`src/rtl/dbgacc_pkg.sv`:
```
// Shared types for the debug register access controller.
// Assumes: a standard 16-state scan controller and a three-state access sequencer.
package dbgacc_pkg;

    typedef enum logic [3:0] {
        TS_TLR, TS_RTI,
        TS_SEL_DR, TS_CAP_DR, TS_SHF_DR, TS_EX1_DR, TS_PAU_DR, TS_EX2_DR, TS_UPD_DR,
        TS_SEL_IR, TS_CAP_IR, TS_SHF_IR, TS_EX1_IR, TS_PAU_IR, TS_EX2_IR, TS_UPD_IR
    } tap_state_e;

    typedef enum logic [1:0] {
        SQ_IDLE,
        SQ_SELECT,
        SQ_ACCESS
    } seq_state_e;

endpackage

```
`src/rtl/dbgacc_tap.sv`:
```
// Scan state machine: walks the 16 standard states on TMS at each rising TCK.
// Assumes: trst_n is synchronous and active low; reset lands in TEST-LOGIC-RESET.
module dbgacc_tap
    import dbgacc_pkg::*;
(
    input  logic       tck,
    input  logic       trst_n,
    input  logic       tms,
    output tap_state_e state
);

    tap_state_e state_nx;

    // Next state from the current state and TMS.
    always_comb begin
        unique case (state)
            TS_TLR:    state_nx = tms ? TS_TLR    : TS_RTI;
            TS_RTI:    state_nx = tms ? TS_SEL_DR : TS_RTI;
            TS_SEL_DR: state_nx = tms ? TS_SEL_IR : TS_CAP_DR;
            TS_CAP_DR: state_nx = tms ? TS_EX1_DR : TS_SHF_DR;
            TS_SHF_DR: state_nx = tms ? TS_EX1_DR : TS_SHF_DR;
            TS_EX1_DR: state_nx = tms ? TS_UPD_DR : TS_PAU_DR;
            TS_PAU_DR: state_nx = tms ? TS_EX2_DR : TS_PAU_DR;
            TS_EX2_DR: state_nx = tms ? TS_UPD_DR : TS_SHF_DR;
            TS_UPD_DR: state_nx = tms ? TS_SEL_DR : TS_RTI;
            TS_SEL_IR: state_nx = tms ? TS_TLR    : TS_CAP_IR;
            TS_CAP_IR: state_nx = tms ? TS_EX1_IR : TS_SHF_IR;
            TS_SHF_IR: state_nx = tms ? TS_EX1_IR : TS_SHF_IR;
            TS_EX1_IR: state_nx = tms ? TS_UPD_IR : TS_PAU_IR;
            TS_PAU_IR: state_nx = tms ? TS_EX2_IR : TS_PAU_IR;
            TS_EX2_IR: state_nx = tms ? TS_UPD_IR : TS_SHF_IR;
            TS_UPD_IR: state_nx = tms ? TS_SEL_DR : TS_RTI;
            default:   state_nx = TS_TLR;
        endcase
    end

    // State register with synchronous reset.
    always_ff @(posedge tck) begin
        if (!trst_n) state <= TS_TLR;
        else         state <= state_nx;
    end

    // five rising edges with TMS high always end in TEST-LOGIC-RESET.
    a_r10_five_ones_reset: assert property (@(posedge tck) disable iff (!trst_n)
        ($past(tms, 1) && $past(tms, 2) && $past(tms, 3) && $past(tms, 4) && $past(tms, 5))
        |-> (state == TS_TLR));

endmodule

```
`src/rtl/dbgacc_ir.sv`:
```
// Instruction register: captures a fixed pattern, shifts LSB first and loads on UPDATE-IR.
// Assumes: all-ones is BYPASS; en_next tells the sequencer that the pending opcode is the enable one.
module dbgacc_ir
    import dbgacc_pkg::*;
#(
    parameter int              IR_W      = 4,
    parameter logic [IR_W-1:0] EN_OPCODE = 4'b0111
) (
    input  logic       tck,
    input  logic       trst_n,
    input  tap_state_e tap_state,
    input  logic       tdi,
    output logic       ir_so,
    output logic       en_next
);

    localparam logic [IR_W-1:0] BYPASS_OP = '1;
    localparam logic [IR_W-1:0] CAP_PAT   = {{(IR_W-1){1'b0}}, 1'b1};

    logic [IR_W-1:0] ir_sr;
    logic [IR_W-1:0] ir_q;

    assign ir_so   = ir_sr[0];
    assign en_next = (ir_sr == EN_OPCODE);

    // Shift stage: capture a fixed pattern, then shift toward bit 0.
    always_ff @(posedge tck) begin
        if (!trst_n)                    ir_sr <= '0;
        else if (tap_state == TS_CAP_IR) ir_sr <= CAP_PAT;
        else if (tap_state == TS_SHF_IR) ir_sr <= {tdi, ir_sr[IR_W-1:1]};
    end

    // Holding register: BYPASS after reset, new opcode on UPDATE-IR.
    always_ff @(posedge tck) begin
        if (!trst_n || tap_state == TS_TLR) ir_q <= BYPASS_OP;
        else if (tap_state == TS_UPD_IR)    ir_q <= ir_sr;
    end

    // a cycle in TEST-LOGIC-RESET leaves BYPASS loaded.
    a_r1_tlr_bypass: assert property (@(posedge tck) disable iff (!trst_n)
        (tap_state == TS_TLR) |=> (ir_q == BYPASS_OP));

    // after UPDATE-IR the holding register matches what was shifted in.
    a_r2_update_loads: assert property (@(posedge tck) disable iff (!trst_n)
        (tap_state == TS_UPD_IR) |=> (ir_q == $past(ir_sr)));

endmodule

```
`src/rtl/dbgacc_seq.sv`:
```
// Access sequencer and data registers: the bypass bit, the command shifter and the data shifter.
// Assumes: non-idle only while the enable opcode is loaded; client_rdata is valid in the
// same cycle as client_rd_en.
module dbgacc_seq
    import dbgacc_pkg::*;
#(
    parameter int IDX_W  = 7,
    parameter int DATA_W = 32
) (
    input  logic              tck,
    input  logic              trst_n,
    input  tap_state_e        tap_state,
    input  logic              tdi,
    input  logic              en_next,
    input  logic [DATA_W-1:0] client_rdata,
    output logic              dr_so,
    output logic [IDX_W-1:0]  client_addr,
    output logic              client_wr_en,
    output logic [DATA_W-1:0] client_wdata,
    output logic              client_rd_en
);

    localparam int CMD_W = IDX_W + 1;

    seq_state_e        seq;
    logic              byp_bit;
    logic [CMD_W-1:0]  cmd_sr;
    logic [DATA_W-1:0] data_sr;
    logic [IDX_W-1:0]  cmd_idx;
    logic              cmd_wr;

    // Strobes are decoded from the scan state and the latched command.
    assign client_rd_en = (tap_state == TS_CAP_DR) && (seq == SQ_ACCESS) && !cmd_wr;
    assign client_wr_en = (tap_state == TS_UPD_DR) && (seq == SQ_ACCESS) && cmd_wr;
    assign client_addr  = cmd_idx;
    assign client_wdata = data_sr;

    // Serial output picked by the sequencer state.
    always_comb begin
        unique case (seq)
            SQ_SELECT: dr_so = cmd_sr[0];
            SQ_ACCESS: dr_so = data_sr[0];
            default:   dr_so = byp_bit;
        endcase
    end

    // Sequencer: the enable opcode opens it, each UPDATE-DR toggles command/data.
    always_ff @(posedge tck) begin
        if (!trst_n || tap_state == TS_TLR) begin
            seq <= SQ_IDLE;
        end else if (tap_state == TS_UPD_IR) begin
            seq <= en_next ? SQ_SELECT : SQ_IDLE;
        end else if (tap_state == TS_UPD_DR) begin
            if (seq == SQ_SELECT)      seq <= SQ_ACCESS;
            else if (seq == SQ_ACCESS) seq <= SQ_SELECT;
        end
    end

    // Bypass stage: captures 0 and delays the input by one bit.
    always_ff @(posedge tck) begin
        if (!trst_n)                     byp_bit <= 1'b0;
        else if (tap_state == TS_CAP_DR) byp_bit <= 1'b0;
        else if (tap_state == TS_SHF_DR) byp_bit <= tdi;
    end

    // Command shifter: clears on capture, shifts only in the select phase.
    always_ff @(posedge tck) begin
        if (!trst_n)
            cmd_sr <= '0;
        else if (seq == SQ_SELECT && tap_state == TS_CAP_DR)
            cmd_sr <= '0;
        else if (seq == SQ_SELECT && tap_state == TS_SHF_DR)
            cmd_sr <= {tdi, cmd_sr[CMD_W-1:1]};
    end

    // Command latch: index and direction taken when the command scan completes.
    always_ff @(posedge tck) begin
        if (!trst_n) begin
            cmd_idx <= '0;
            cmd_wr  <= 1'b0;
        end else if (seq == SQ_SELECT && tap_state == TS_UPD_DR) begin
            cmd_idx <= cmd_sr[CMD_W-1:1];
            cmd_wr  <= cmd_sr[0];
        end
    end

    // Data shifter: loads read data (or zero for writes) on capture, shifts in the access phase.
    always_ff @(posedge tck) begin
        if (!trst_n)
            data_sr <= '0;
        else if (seq == SQ_ACCESS && tap_state == TS_CAP_DR)
            data_sr <= cmd_wr ? '0 : client_rdata;
        else if (seq == SQ_ACCESS && tap_state == TS_SHF_DR)
            data_sr <= {tdi, data_sr[DATA_W-1:1]};
    end

    // the write strobe never lasts two cycles.
    a_r5_wr_single: assert property (@(posedge tck) disable iff (!trst_n)
        client_wr_en |=> !client_wr_en);

    // the read strobe never lasts two cycles and never overlaps a write.
    a_r6_rd_single: assert property (@(posedge tck) disable iff (!trst_n)
        client_rd_en |=> !client_rd_en);
    a_r6_no_overlap: assert property (@(posedge tck) disable iff (!trst_n)
        !(client_rd_en && client_wr_en));

    // command completion moves to the data phase, data completion back to select.
    a_r7_cmd_to_data: assert property (@(posedge tck) disable iff (!trst_n)
        (tap_state == TS_UPD_DR && seq == SQ_SELECT) |=> (seq == SQ_ACCESS));
    a_r7_data_to_cmd: assert property (@(posedge tck) disable iff (!trst_n)
        (tap_state == TS_UPD_DR && seq == SQ_ACCESS) |=> (seq == SQ_SELECT));

    // loading another opcode closes the sequencer.
    a_r8_other_ir_idle: assert property (@(posedge tck) disable iff (!trst_n)
        (tap_state == TS_UPD_IR && !en_next) |=> (seq == SQ_IDLE));

endmodule

```
`src/rtl/dbg_reg_access.sv`:
```
// Top level: scan state machine, instruction register, access sequencer and the
// falling-edge TDO stage.
// Assumes: the client register file runs on TCK and answers reads combinationally.
module dbg_reg_access
    import dbgacc_pkg::*;
#(
    parameter int              IR_W      = 4,
    parameter logic [IR_W-1:0] EN_OPCODE = 4'b0111,
    parameter int              IDX_W     = 7,
    parameter int              DATA_W    = 32
) (
    input  logic              tck,
    input  logic              trst_n,
    input  logic              tms,
    input  logic              tdi,
    output logic              tdo,
    output logic              tdo_en,
    output logic [IDX_W-1:0]  client_addr,
    output logic              client_wr_en,
    output logic [DATA_W-1:0] client_wdata,
    output logic              client_rd_en,
    input  logic [DATA_W-1:0] client_rdata
);

    tap_state_e tap_state;
    logic       ir_so;
    logic       dr_so;
    logic       en_next;
    logic       in_shift;

    dbgacc_tap u_tap (
        .tck   (tck),
        .trst_n(trst_n),
        .tms   (tms),
        .state (tap_state)
    );

    dbgacc_ir #(
        .IR_W     (IR_W),
        .EN_OPCODE(EN_OPCODE)
    ) u_ir (
        .tck      (tck),
        .trst_n   (trst_n),
        .tap_state(tap_state),
        .tdi      (tdi),
        .ir_so    (ir_so),
        .en_next  (en_next)
    );

    dbgacc_seq #(
        .IDX_W (IDX_W),
        .DATA_W(DATA_W)
    ) u_seq (
        .tck         (tck),
        .trst_n      (trst_n),
        .tap_state   (tap_state),
        .tdi         (tdi),
        .en_next     (en_next),
        .client_rdata(client_rdata),
        .dr_so       (dr_so),
        .client_addr (client_addr),
        .client_wr_en(client_wr_en),
        .client_wdata(client_wdata),
        .client_rd_en(client_rd_en)
    );

    assign in_shift = (tap_state == TS_SHF_IR) || (tap_state == TS_SHF_DR);

    // Output stage on falling TCK: drive shift data, hold 0 elsewhere.
    always_ff @(negedge tck) begin
        if (!trst_n) begin
            tdo    <= 1'b0;
            tdo_en <= 1'b0;
        end else begin
            tdo_en <= in_shift;
            tdo    <= (tap_state == TS_SHF_IR) ? ir_so :
                      (tap_state == TS_SHF_DR) ? dr_so : 1'b0;
        end
    end

    // tdo is quiet whenever it is not enabled.
    a_r9_tdo_quiet: assert property (@(posedge tck) disable iff (!trst_n)
        !tdo_en |-> !tdo);

    // the enable is only seen while a shift state is current.
    a_r9_en_in_shift: assert property (@(posedge tck) disable iff (!trst_n)
        tdo_en |-> in_shift);

endmodule

```
`config.mk`:
```
export PLATFORM = sky130hd
export DESIGN_NAME = dbg_reg_access
export DESIGN_NICKNAME = d
export VERILOG_FILES = /design/src/rtl/dbgacc_pkg.sv /design/src/rtl/dbgacc_tap.sv /design/src/rtl/dbgacc_ir.sv /design/src/rtl/dbgacc_seq.sv /design/src/rtl/dbg_reg_access.sv
export SDC_FILE = /design/constraint.sdc
export NUM_CORES = 1
export LEC_CHECK = 0
export BUFFER_PORTS_ARGS = -buffer_cell sky130_fd_sc_hd__buf_2
export CORE_UTILIZATION = 53
export DETAILED_ROUTE_END_ITERATION = 10
export GPL_TIMING_DRIVEN = 1
export MAX_ROUTING_LAYER = met4
export PLACE_DENSITY = 0.79
export SETUP_SLACK_MARGIN = 0.4
export SLEW_MARGIN = 20
export SYNTH_ARGS = -nofsm -noshare
export SYNTH_HDL_FRONTEND = slang
export SYNTH_SLANG_ARGS = --single-unit
```
`constraint.sdc`:
```
create_clock -name tck -period 2.03 [get_ports tck]
set_input_delay 0.3045 -clock tck [delete_from_list [all_inputs] [get_ports tck]]
set_output_delay 0.3045 -clock tck [all_outputs]
set_load 0.05 [all_outputs]
```
==> impl_metrics.yaml <==
status:
  outcome: "finished with violations"
  violations: "negative setup slack"
placement:
  port_buffers: 78
  hpwl_mm: 5.37
  globalplace.congestion: 0.824
  dp_slack_ns: -0.153
clocking:
  clkTransAtPathRegs_ns: 0.09
  root_buffer: "clkbuf_8"
  cts_buffer_depth: 2
  cts_buffers: 9
  cts_htree_levels: 3
  clock_sinks: 61
  clkLatencyLatePin_ns: 0.42
  cts_tree: "yes"
  cts.hold.buffers_added: 0
finish:
  area_delta_synth_final_pct: 57.9
  fin_util: 0.891
  nNetsFinal: 510
  fillCellCount: 217
  drive_gt1_frac: 0.530
  multi_input_area_um2: 2000
  regArea_um2: 1240
  diodes: 0
sta:
  finalSetupViolCount: 10
  drv_slew: 0
  worst_slew_pin_slew_ns: 0.760
  maxSlewHeadroom: 0.494
  fin_ws_ns: -0.255
  skew_ns: 0.0451
  grt_setup_unrepaired: "true"
  hold_viol: 0
detailed_routing:
  vias_per_cell: 7.18
  ant_nets: 0
  first_pass_iters: 5
  drt_iter0_markers: 475
  avgRoutedWirePerCell_um: 25.9
  wirelength_mm: 14.2
  drc: 0
  num_vias: 3940
floorplanning:
  start_util: 0.564
  die_h_um: 79.5
  die_w_um: 79.5
  rows: 27
  die_area_um2: 6320
  ios: 79
  core_um2: 5640
setup_path:
  arrival_ns: 1.57
  crit_type: "reg -> reg"
  critPathLaunchType: "register"
  end_kind: "register"
  r2r_cells: 5
  r2r-end: "tdo$_SDFF_NN0_"
  required_ns: 1.31
  r2r_slack_ns: -0.26
  rr_startpoint: "u_seq.seq[0]$_SDFFE_PP0P_"
  crit_fanout: 3
min_path:
  min_delay_path_depth: 2
  hold_start: "tms"
  hold_end: "u_tap.state[2]$_SDFF_PN0_"
  hold_path.class: "in -> reg"
synthesis:
  ys_seq_elements: 61
  synth_warnings: 0
  synth_area_leaders: "dfxtp_1 38%, a221oi_2 14%, o21ai_0 8.5%, a31oi_1 6.3%, inv_1 4.5%"
  yosysSeqAreaShare: 0.384
  synthCells: 361
  synth-edff-count: 0
  yosys_most_used_dff: "dfxtp_1"
  syn_nets: 399
  synth_top_area_cell: "dfxtp_1"
  synthesis.area_um2: 3180
  netlist.area_leader.share: 0.384
  yosys.cell_types.count: 51
  avgSynthCellArea_um2: 8.82
  postSynth.asyncResetShare: 0
  yosysMostFrequentCell: "dfxtp_1"
  synthTopCellsByCount: "61 x dfxtp_1, 54 x o21ai_0, 38 x inv_1"
pwr:
  power_uw: 2980
  p_per_area_nw_per_um2: 592
  ir_worst_vdd_uv: 606
  p_leak_uw: 0.00197
global_route:
  grt_pass1_vias: 3465
  grt_pass1_wl_mm: 18.0
  grt_start_max_net_pins: 45
  grt_antenna_before_repair: 0
  grt_usage: 0.392
  grt.overflow.total: 0
flow_run:
  drv_cap: 0
-- where the power goes --
group / leakage (uW) / internal, uW / switching [uW]
Combinational: 0.00134 / 151 / 170
Clock: 0.000137 / 880 / 572
Sequential: 0.000497 / 1200 / 7.77
-- routing by layer --
layer	wire length [um]	up-vias	GRT usage
li1	-	1576	-
met3	1600	134	0.0811
met1	5020	1841	0.462
met5	0	-	-
met4	1060	0	0.244
met2	6520	389	0.609
-- cell families (layout without fill, tap and decap cells) --
family | Yosys count | count (layout) | synth area share
flip-flops | 61 | 61 | 0.384
AND/OR/NAND/NOR | 59 | 59 | 0.114
multiplexers | 4 | 4 | 0.0126
adder cells (fa/ha/maj) | 2 | 2 | 0.00786
AO/OA/AOI/OAI | 157 | 157 | 0.377
buffers and inverters | 78 | 194 | 0.104
-- state kept, by name, summed over array words and instances, names as in the netlist --
register / count
tdo_en: 1
u_seq.byp_bit: 1
u_seq.client_wdata: 32
u_seq.client_addr: 7
u_tap.state: 4
tdo: 1
u_seq.cmd_wr: 1
u_ir.ir_sr: 4
u_seq.seq: 2
u_seq.cmd_sr: 8
-- cells in the final DEF, fill, tap and decap left out, types with 3 or more instances in the layout --
master / n
a21oi_1: 8
a21oi_2: 10
a221oi_2: 29
a221oi_4: 3
a31oi_1: 32
buf_12: 12
buf_16: 3
buf_2: 74
buf_4: 24
buf_6: 14
buf_8: 5
bufbuf_16: 5
bufinv_16: 3
clkbuf_8: 9
dfxtp_1: 53
dfxtp_2: 3
dfxtp_4: 5
inv_1: 36
mux2i_1: 3
nand2_1: 5
nand2b_1: 3
nand3_1: 19
nand3b_1: 3
nor2_1: 5
o21a_1: 3
o21ai_0: 17
o21ai_1: 17
o21ai_2: 15
o21ai_4: 6
-- worst max-delay path, stage by stage, from the launching register on --
cell and delay, ns:
dfxtp_4 0.40, inv_4 0.05, ha_4 0.22, nand2_1 0.17, o21ai_1 0.12, a31o_2 0.22
-- cell type report --
cell class | count | area share
Multi-Input combinational cell | 222 | 0.398
Timing Repair Buffer | 138 | 0.257
Clock buffer | 11 | 0.0261
Sequential cell | 61 | 0.247
Tap cell | 72 | 0.0179
Inverter | 38 | 0.0296
Clock inverter | 7 | 0.0239
-- per-stage QoR --
step	TNS [ns]	instance area, um2	hold WS, ns	instances
3_5_place_dp	-0.204	3770	0.466	498
2_1_floorplan	-0.433	3300	0.439	361
3_3_place_gp	-0.148	3770	0.459	498
5_1_grt	-0.854	5030	0.278	549
6_report	-0.710	5030	0.245	549
4_1_cts	-0.342	4680	0.258	542
-- repair_timing --
action,4_1_cts,5_1_grt
hold endpoints to repair,0,0
gates cloned,9,1
pin swaps,41,32
resized for setup,92,74
endpoints found under the setup margin,57,60
setup buffers,18,6
-- how the worst max path moves through the flow --
stage	from	end	slack [ns]	cells after the start
finish	u_seq.seq[0]$_SDFFE_PP0P_	tdo$_SDFF_NN0_	-0.26	5
global route	u_seq.seq[0]$_SDFFE_PP0P_	tdo$_SDFF_NN0_	-0.24	5
CTS	tdo_en$_SDFF_NN0_	tdo_en	-0.14	1
detailed placement	u_seq.seq[0]$_SDFFE_PP0P_	tdo$_SDFF_NN0_	-0.15	5
global placement	u_seq.seq[0]$_SDFFE_PP0P_	tdo$_SDFF_NN0_	-0.13	5
floorplan	u_seq.seq[1]$_SDFFE_PP0P_	tdo$_SDFF_NN0_	-0.22	6
Note: power is estimated with default switching activity, not from simulation.
